### src/rtl/hrt_pkg.sv
package hrt_pkg;
  typedef enum logic [1:0] {LEN5 = 2'b00, LEN6 = 2'b01, LEN7 = 2'b10, LEN8 = 2'b11} len_sel_e;

  // Character length in bits for a select value.
  function automatic logic [3:0] char_len(input logic [1:0] sel);
    return 4'd5 + {2'b00, sel};
  endfunction
endpackage

### src/rtl/hrt_bit_counter.sv
module hrt_bit_counter #(
  parameter int CNT_W = 3
) (
  input  logic             clk_i,
  input  logic             rst_ni,
  input  logic [1:0]       len_sel_i,
  input  logic             open_i,
  input  logic             bit_i,
  input  logic             close_i,
  input  logic             abort_i,
  output logic [CNT_W-1:0] rem_o,
  output logic             close_acc_o
);
  import hrt_pkg::*;

  logic             in_frame_q;
  logic [CNT_W-1:0] cnt_q;
  logic [3:0]       len_m1;

  assign len_m1      = char_len(len_sel_i) - 4'd1;
  assign close_acc_o = close_i && in_frame_q && !open_i && !abort_i;
  assign rem_o       = cnt_q;

  always_ff @(posedge clk_i) begin
    if (!rst_ni) begin
      in_frame_q <= 1'b0;
      cnt_q      <= '0;
    end else if (open_i) begin
      in_frame_q <= 1'b1;
      cnt_q      <= '0;
    end else if (abort_i) begin
      in_frame_q <= 1'b0;
    end else if (close_i && in_frame_q) begin
      in_frame_q <= 1'b0;
    end else if (bit_i && in_frame_q) begin
      if (4'(cnt_q) >= len_m1) cnt_q <= '0;
      else                     cnt_q <= cnt_q + 1'b1;
    end
  end

  // with no frame open, the count never moves
  assert_idle_stable_R9: assert property (@(posedge clk_i) disable iff (!rst_ni)
    (!in_frame_q && !open_i) |=> $stable(cnt_q));
  // an abort closes the frame
  assert_abort_ends_R7: assert property (@(posedge clk_i) disable iff (!rst_ni)
    (abort_i && !open_i) |=> !in_frame_q);
  // the bit coincident with an accepted close is not counted
  assert_close_prio_R10: assert property (@(posedge clk_i) disable iff (!rst_ni)
    close_acc_o |=> $stable(cnt_q));
endmodule

### src/rtl/hrt_code_map.sv
module hrt_code_map #(
  parameter int CNT_W  = 3,
  parameter int CODE_W = 3,
  parameter int OFFSET = 6
) (
  input  logic [CNT_W-1:0]  rem_i,
  output logic [CODE_W-1:0] code_o
);
  logic [CODE_W-1:0] biased;

  assign biased = CODE_W'(rem_i) + CODE_W'(OFFSET);

  for (genvar g = 0; g < CODE_W; g++) begin : g_rev
    assign code_o[g] = biased[CODE_W-1-g];
  end
endmodule

### src/rtl/hrt_status.sv
module hrt_status #(
  parameter int CODE_W = 3
) (
  input  logic              clk_i,
  input  logic              rst_ni,
  input  logic              open_i,
  input  logic              close_acc_i,
  input  logic [CODE_W-1:0] code_i,
  input  logic              char_wr_i,
  input  logic              stat_rd_i,
  output logic              eof_o,
  output logic [CODE_W-1:0] residue_o
);
  logic              pend_q;
  logic [CODE_W-1:0] pend_code_q;
  logic              first_due_q;
  logic              set_eof;

  assign set_eof = char_wr_i && pend_q;

  always_ff @(posedge clk_i) begin
    if (!rst_ni) begin
      pend_q      <= 1'b0;
      pend_code_q <= '0;
      first_due_q <= 1'b0;
      eof_o       <= 1'b0;
      residue_o   <= '0;
    end else begin
      if (close_acc_i) begin
        pend_q      <= 1'b1;
        pend_code_q <= code_i;
      end else if (set_eof) begin
        pend_q <= 1'b0;
      end

      if (open_i)         first_due_q <= 1'b1;
      else if (char_wr_i) first_due_q <= 1'b0;

      if (set_eof)                                   eof_o <= 1'b1;
      else if (stat_rd_i || (char_wr_i && first_due_q)) eof_o <= 1'b0;

      if (set_eof) residue_o <= pend_code_q;
    end
  end

  // the write after a closing flag raises end-of-frame
  assert_eof_on_write_R4: assert property (@(posedge clk_i) disable iff (!rst_ni)
    set_eof |=> eof_o);
  // a status read without a coincident set clears end-of-frame
  assert_read_clears_R5: assert property (@(posedge clk_i) disable iff (!rst_ni)
    (stat_rd_i && !set_eof) |=> !eof_o);
  // the code only moves on the frame's final write
  assert_code_hold_R6: assert property (@(posedge clk_i) disable iff (!rst_ni)
    !set_eof |=> $stable(residue_o));
  // end-of-frame never rises without that write
  assert_no_early_eof_R4: assert property (@(posedge clk_i) disable iff (!rst_ni)
    !set_eof |=> !$rose(eof_o));
endmodule

### src/rtl/hdlc_residue_tracker.sv
module hdlc_residue_tracker #(
  parameter int CNT_W  = 3,
  parameter int CODE_W = 3,
  parameter int OFFSET = 6
) (
  input  logic              clk_i,
  input  logic              rst_ni,
  input  logic [1:0]        len_sel_i,
  input  logic              open_i,
  input  logic              bit_i,
  input  logic              close_i,
  input  logic              abort_i,
  input  logic              char_wr_i,
  input  logic              stat_rd_i,
  output logic              eof_o,
  output logic [CODE_W-1:0] residue_o
);
  logic [CNT_W-1:0]  rem;
  logic              close_acc;
  logic [CODE_W-1:0] code;

  hrt_bit_counter #(.CNT_W(CNT_W)) u_cnt (
    .clk_i(clk_i), .rst_ni(rst_ni), .len_sel_i(len_sel_i), .open_i(open_i),
    .bit_i(bit_i), .close_i(close_i), .abort_i(abort_i),
    .rem_o(rem), .close_acc_o(close_acc)
  );

  hrt_code_map #(.CNT_W(CNT_W), .CODE_W(CODE_W), .OFFSET(OFFSET)) u_map (
    .rem_i(rem), .code_o(code)
  );

  hrt_status #(.CODE_W(CODE_W)) u_stat (
    .clk_i(clk_i), .rst_ni(rst_ni), .open_i(open_i), .close_acc_i(close_acc),
    .code_i(code), .char_wr_i(char_wr_i), .stat_rd_i(stat_rd_i),
    .eof_o(eof_o), .residue_o(residue_o)
  );
endmodule

### config.mk
export PLATFORM = sky130hd
export DESIGN_NAME = hdlc_residue_tracker
export DESIGN_NICKNAME = d
export VERILOG_FILES = /design/src/rtl/hrt_pkg.sv /design/src/rtl/hrt_bit_counter.sv /design/src/rtl/hrt_code_map.sv /design/src/rtl/hrt_status.sv /design/src/rtl/hdlc_residue_tracker.sv
export SDC_FILE = /design/constraint.sdc
export NUM_CORES = 1
export LEC_CHECK = 0
export ABC_CLOCK_PERIOD_IN_PS = 1600
export BUFFER_PORTS_ARGS = -buffer_cell sky130_fd_sc_hd__buf_2
export CAP_MARGIN = 10
export CORE_AREA = 2 2 39 41
export CTS_CLUSTER_DIAMETER = 200
export DETAILED_ROUTE_END_ITERATION = 12
export DIE_AREA = 0 0 41 43
export PLACE_DENSITY = 0.82
export RECOVER_POWER = 100
export SYNTH_ARGS = -nofsm -noshare
export SYNTH_HDL_FRONTEND = slang
export SYNTH_HIERARCHICAL = 1
export SYNTH_SLANG_ARGS = --single-unit
### constraint.sdc
create_clock -name clk_i -period 1.6 [get_ports clk_i]
set_input_delay 0.4 -clock clk_i [delete_from_list [all_inputs] [get_ports clk_i]]
set_output_delay 0.4 -clock clk_i [all_outputs]
set_load 0.02 [all_outputs]
==> impl_metrics.env <==
export IMPL_synth_commonest_cells="13 x dfxtp_1, 8 x nor2b_1, 7 x nand2_1"
export IMPL_cts_resized=0
export IMPL_hold_end="u_stat/first_due_q"
export IMPL_synth_cell_types=23
export IMPL_power_per_cell_area_nw_per_um2=801
export IMPL_synthToLayoutAreaGrowth_pct=16.7
export IMPL_grt_pass1_vias=455
export IMPL_start_util_pct=44.3
export IMPL_hold_viol=0
export IMPL_die_h_microns=43
export IMPL_wl_per_cell_microns=10.1
export IMPL_min_delay_start="open_i"
export IMPL_grt_max_degree=12
export IMPL_whs_path_depth=2
export IMPL_cp_top_family="flip-flops"
export IMPL_cts_buffers=3
export IMPL_postRouteAntennaNets=0
export IMPL_cts_tree="done"
export IMPL_r2r_end="u_cnt/rem_o[1]"
export IMPL_worstPathArrival_ps=1450
export IMPL_pre_cts_ws_ps=272
export IMPL_finalNetCount=97
export IMPL_ff2ff_setup_slack_ps=340
export IMPL_drt_iter0_drc=2
export IMPL_r2r_cells=5
export IMPL_layoutNonFillerInstCount=99
export IMPL_yosysMostFrequentCell="dfxtp_1"
export IMPL_setup_violations_final=0
export IMPL_fin_crit_sh_pct=78.5
export IMPL_rows=14
export IMPL_grt_pass1_wl_mm=1.69
export IMPL_vias=500
export IMPL_ir_drop_v=0.000321
export IMPL_clk_pin_slew_ps=80
export IMPL_postSynthAreaPerCell_sq_um=9.29
export IMPL_worstHoldPathType="in2reg"
export IMPL_slowest_stage="dfxtp_1"
export IMPL_io_pin_count=14
export IMPL_portBuffers=13
export IMPL_fill_cells=140
export IMPL_outcome="finished clean"
export IMPL_synth_cells=66
export IMPL_setup_ws_ps=344
export IMPL_overflow=0
export IMPL_final_max_slew_violation_count=0
export IMPL_worst_pin_slew_ps=247
export IMPL_antenna_found_initial=0
export IMPL_cts_hold_buf=0
export IMPL_dieArea_sq_um=1760
export IMPL_fmax_mhz=796
export IMPL_synth_seq_cells=13
export IMPL_grt_usage_pct=14.5
export IMPL_critPathBufInv=1
export IMPL_gp_congestion=0.723
export IMPL_rsz0062_at_grt="false"
export IMPL_place_inst=95
export IMPL_maxCapViolations=0
export IMPL_multi_input_area_sq_um=319
export IMPL_htreeDepth=1
export IMPL_synth_seq_area_share_pct=42.4
export IMPL_rr_startpoint="u_cnt/rem_o[0]"
export IMPL_async_flop_share_pct=0
export IMPL_yosysTopAreaCell="dfxtp_1"
export IMPL_fin_crit_ps=1260
export IMPL_synth_nets=79
export IMPL_vias_per_cell=5.05
export IMPL_cp_cell_sequence="inv_1 -> ha_1 -> nor2b_1 -> a21oi_1 -> o22ai_1"
export IMPL_critical_path_startpoint_type="flop"
export IMPL_clkLatencyLatePin_ps=270
export IMPL_yosysTopAreaCellShare_pct=42.4
export IMPL_synth_edf_count=0
export IMPL_dp_hpwl_microns=762
export IMPL_final_setup_tns_ps=0
export IMPL_clockBufferDepth=2
export IMPL_synth_warnings=6
export IMPL_fp_coreArea_sq_um=1380
export IMPL_slowest_delay_ps=390
export IMPL_wl_microns=996
export IMPL_worstPathRequired_ps=1800
export IMPL_layout_drive_gt1_share_pct=16.9
export IMPL_critPathMaxFanout=4
export IMPL_power_total_uw=573
export IMPL_n_antenna_cell=0
export IMPL_endpoint_kind="flop"
export IMPL_fin_skew_ps=2.48
export IMPL_ys_flop_type="dfxtp_1"
export IMPL_syn_area_sq_um=613
export IMPL_cts_setup_buffers=0
export IMPL_remaining_drc_errors=0
export IMPL_leakage_uw=0.000266
export IMPL_cts_sinks=13
export IMPL_yosys_top_cells_area="dfxtp_1 42%, nor2b_1 8.2%, ha_1 6.1%"
export IMPL_cts_root_buf="clkbuf_4"
export IMPL_register_area_sq_um=260
export IMPL_die_x_microns=41
export IMPL_maxSlewHeadroom_pct=83.6
export IMPL_dr_pass1_iters=4
export IMPL_critPathKind="reg2reg"
[power breakdown]
group,total [uW],switching [uW],internal (uW)
registers,331,2.87,328
logic,41.9,19.4,22.5
clock network,200,103,96.5
total,573,126,447
[sequential cells by signal, indices dropped and copies added (netlist names)]
register            cells
u_stat/eof_o            1
u_stat/pend_code_q      3
u_stat/pend_q           1
u_cnt/rem_o             3
u_stat/first_due_q      1
u_cnt/in_frame_q        1
u_stat/residue_o        3
[layer usage]
| layer | up-vias | wire [microns] | part of all wire (%) | global-route usage, % |
|---|---|---|---|---|
| met5 | - | 0 | 0 | 0 |
| met4 | 0 | 11 | 1.1 | 8.00 |
| met3 | 2 | 56 | 5.6 | 7.85 |
| met2 | 12 | 477 | 48 | 22.8 |
| met1 | 222 | 451 | 45 | 14.4 |
| li1 | 264 | - | - | - |
[placed cells by master (no fill, tap or decap)]
cell / count
a21boi_0: 3
a21boi_1: 1
a21oi_1: 1
and4bb_2: 1
buf_2: 9
buf_4: 1
clkbuf_1: 6
clkbuf_4: 3
dfxtp_1: 13
ha_1: 3
inv_1: 5
mux2i_1: 3
nand2_1: 8
nand3_1: 5
nand3b_1: 1
nand4b_1: 1
nor2b_1: 8
nor3b_1: 1
nor4bb_1: 1
o2111ai_1: 1
o211ai_1: 1
o21a_1: 3
o21ai_0: 1
o22ai_1: 2
xnor2_1: 1
[cell type report]
| type | count | area share (%) |
|---|---|---|
| clock buffers | 4 | 3.67 |
| repair buffers | 15 | 9.97 |
| flip-flops and latches | 13 | 36.4 |
| well taps | 16 | 2.80 |
| multi-input cells | 46 | 44.6 |
| inverters | 5 | 2.62 |
[how the worst max path moves through the flow]
| stage | endpoint | slack, ps | cells after the start | start |
|---|---|---|---|---|
| 2_1_floorplan | u_stat/pend_code_q[0] | 160 | 3 | close_i |
| 3_3_place_gp | u_stat/pend_code_q[0] | 290 | 5 | open_i |
| 3_5_place_dp | u_stat/pend_code_q[2] | 270 | 5 | open_i |
| 4_1_cts | u_cnt/rem_o[1] | 340 | 5 | u_cnt/rem_o[0] |
| 5_1_grt | u_cnt/rem_o[1] | 230 | 5 | u_cnt/rem_o[0] |
| 6_report | u_cnt/rem_o[1] | 340 | 5 | u_cnt/rem_o[0] |
[cells by family (layout without fill, tap and decap cells)]
kind of cell / Yosys count / count (layout) / share of synthesized area (%)
mux: 3 / 3 / 4.90
buf+inv: 7 / 24 / 5.10
xor+xnor: 1 / 1 / 1.43
compound gates: 13 / 13 / 14.9
flops: 13 / 13 / 42.4
fa+ha+maj: 3 / 3 / 6.12
simple gates: 26 / 26 / 25.1
[metrics by stage]
stage	area, sq um	hold WS, ps	util (%)
after floorplan	613	456	-
after global placement	701	439	50.6
after detailed placement	701	444	50.6
after CTS	727	381	52.5
after global routing	716	379	51.7
final	716	386	51.7
[worst reg2reg max path, delay by kind of cell (launching register included)]
family / cells / cell delay [ps]
adders and majority gates: 1 / 270
AOI/OAI and AO/OA: 2 / 280
DFF: 1 / 390
buffers and inverters: 1 / 80
and+or+nand+nor: 1 / 160
Note: power is estimated with default switching activity, not from simulation.
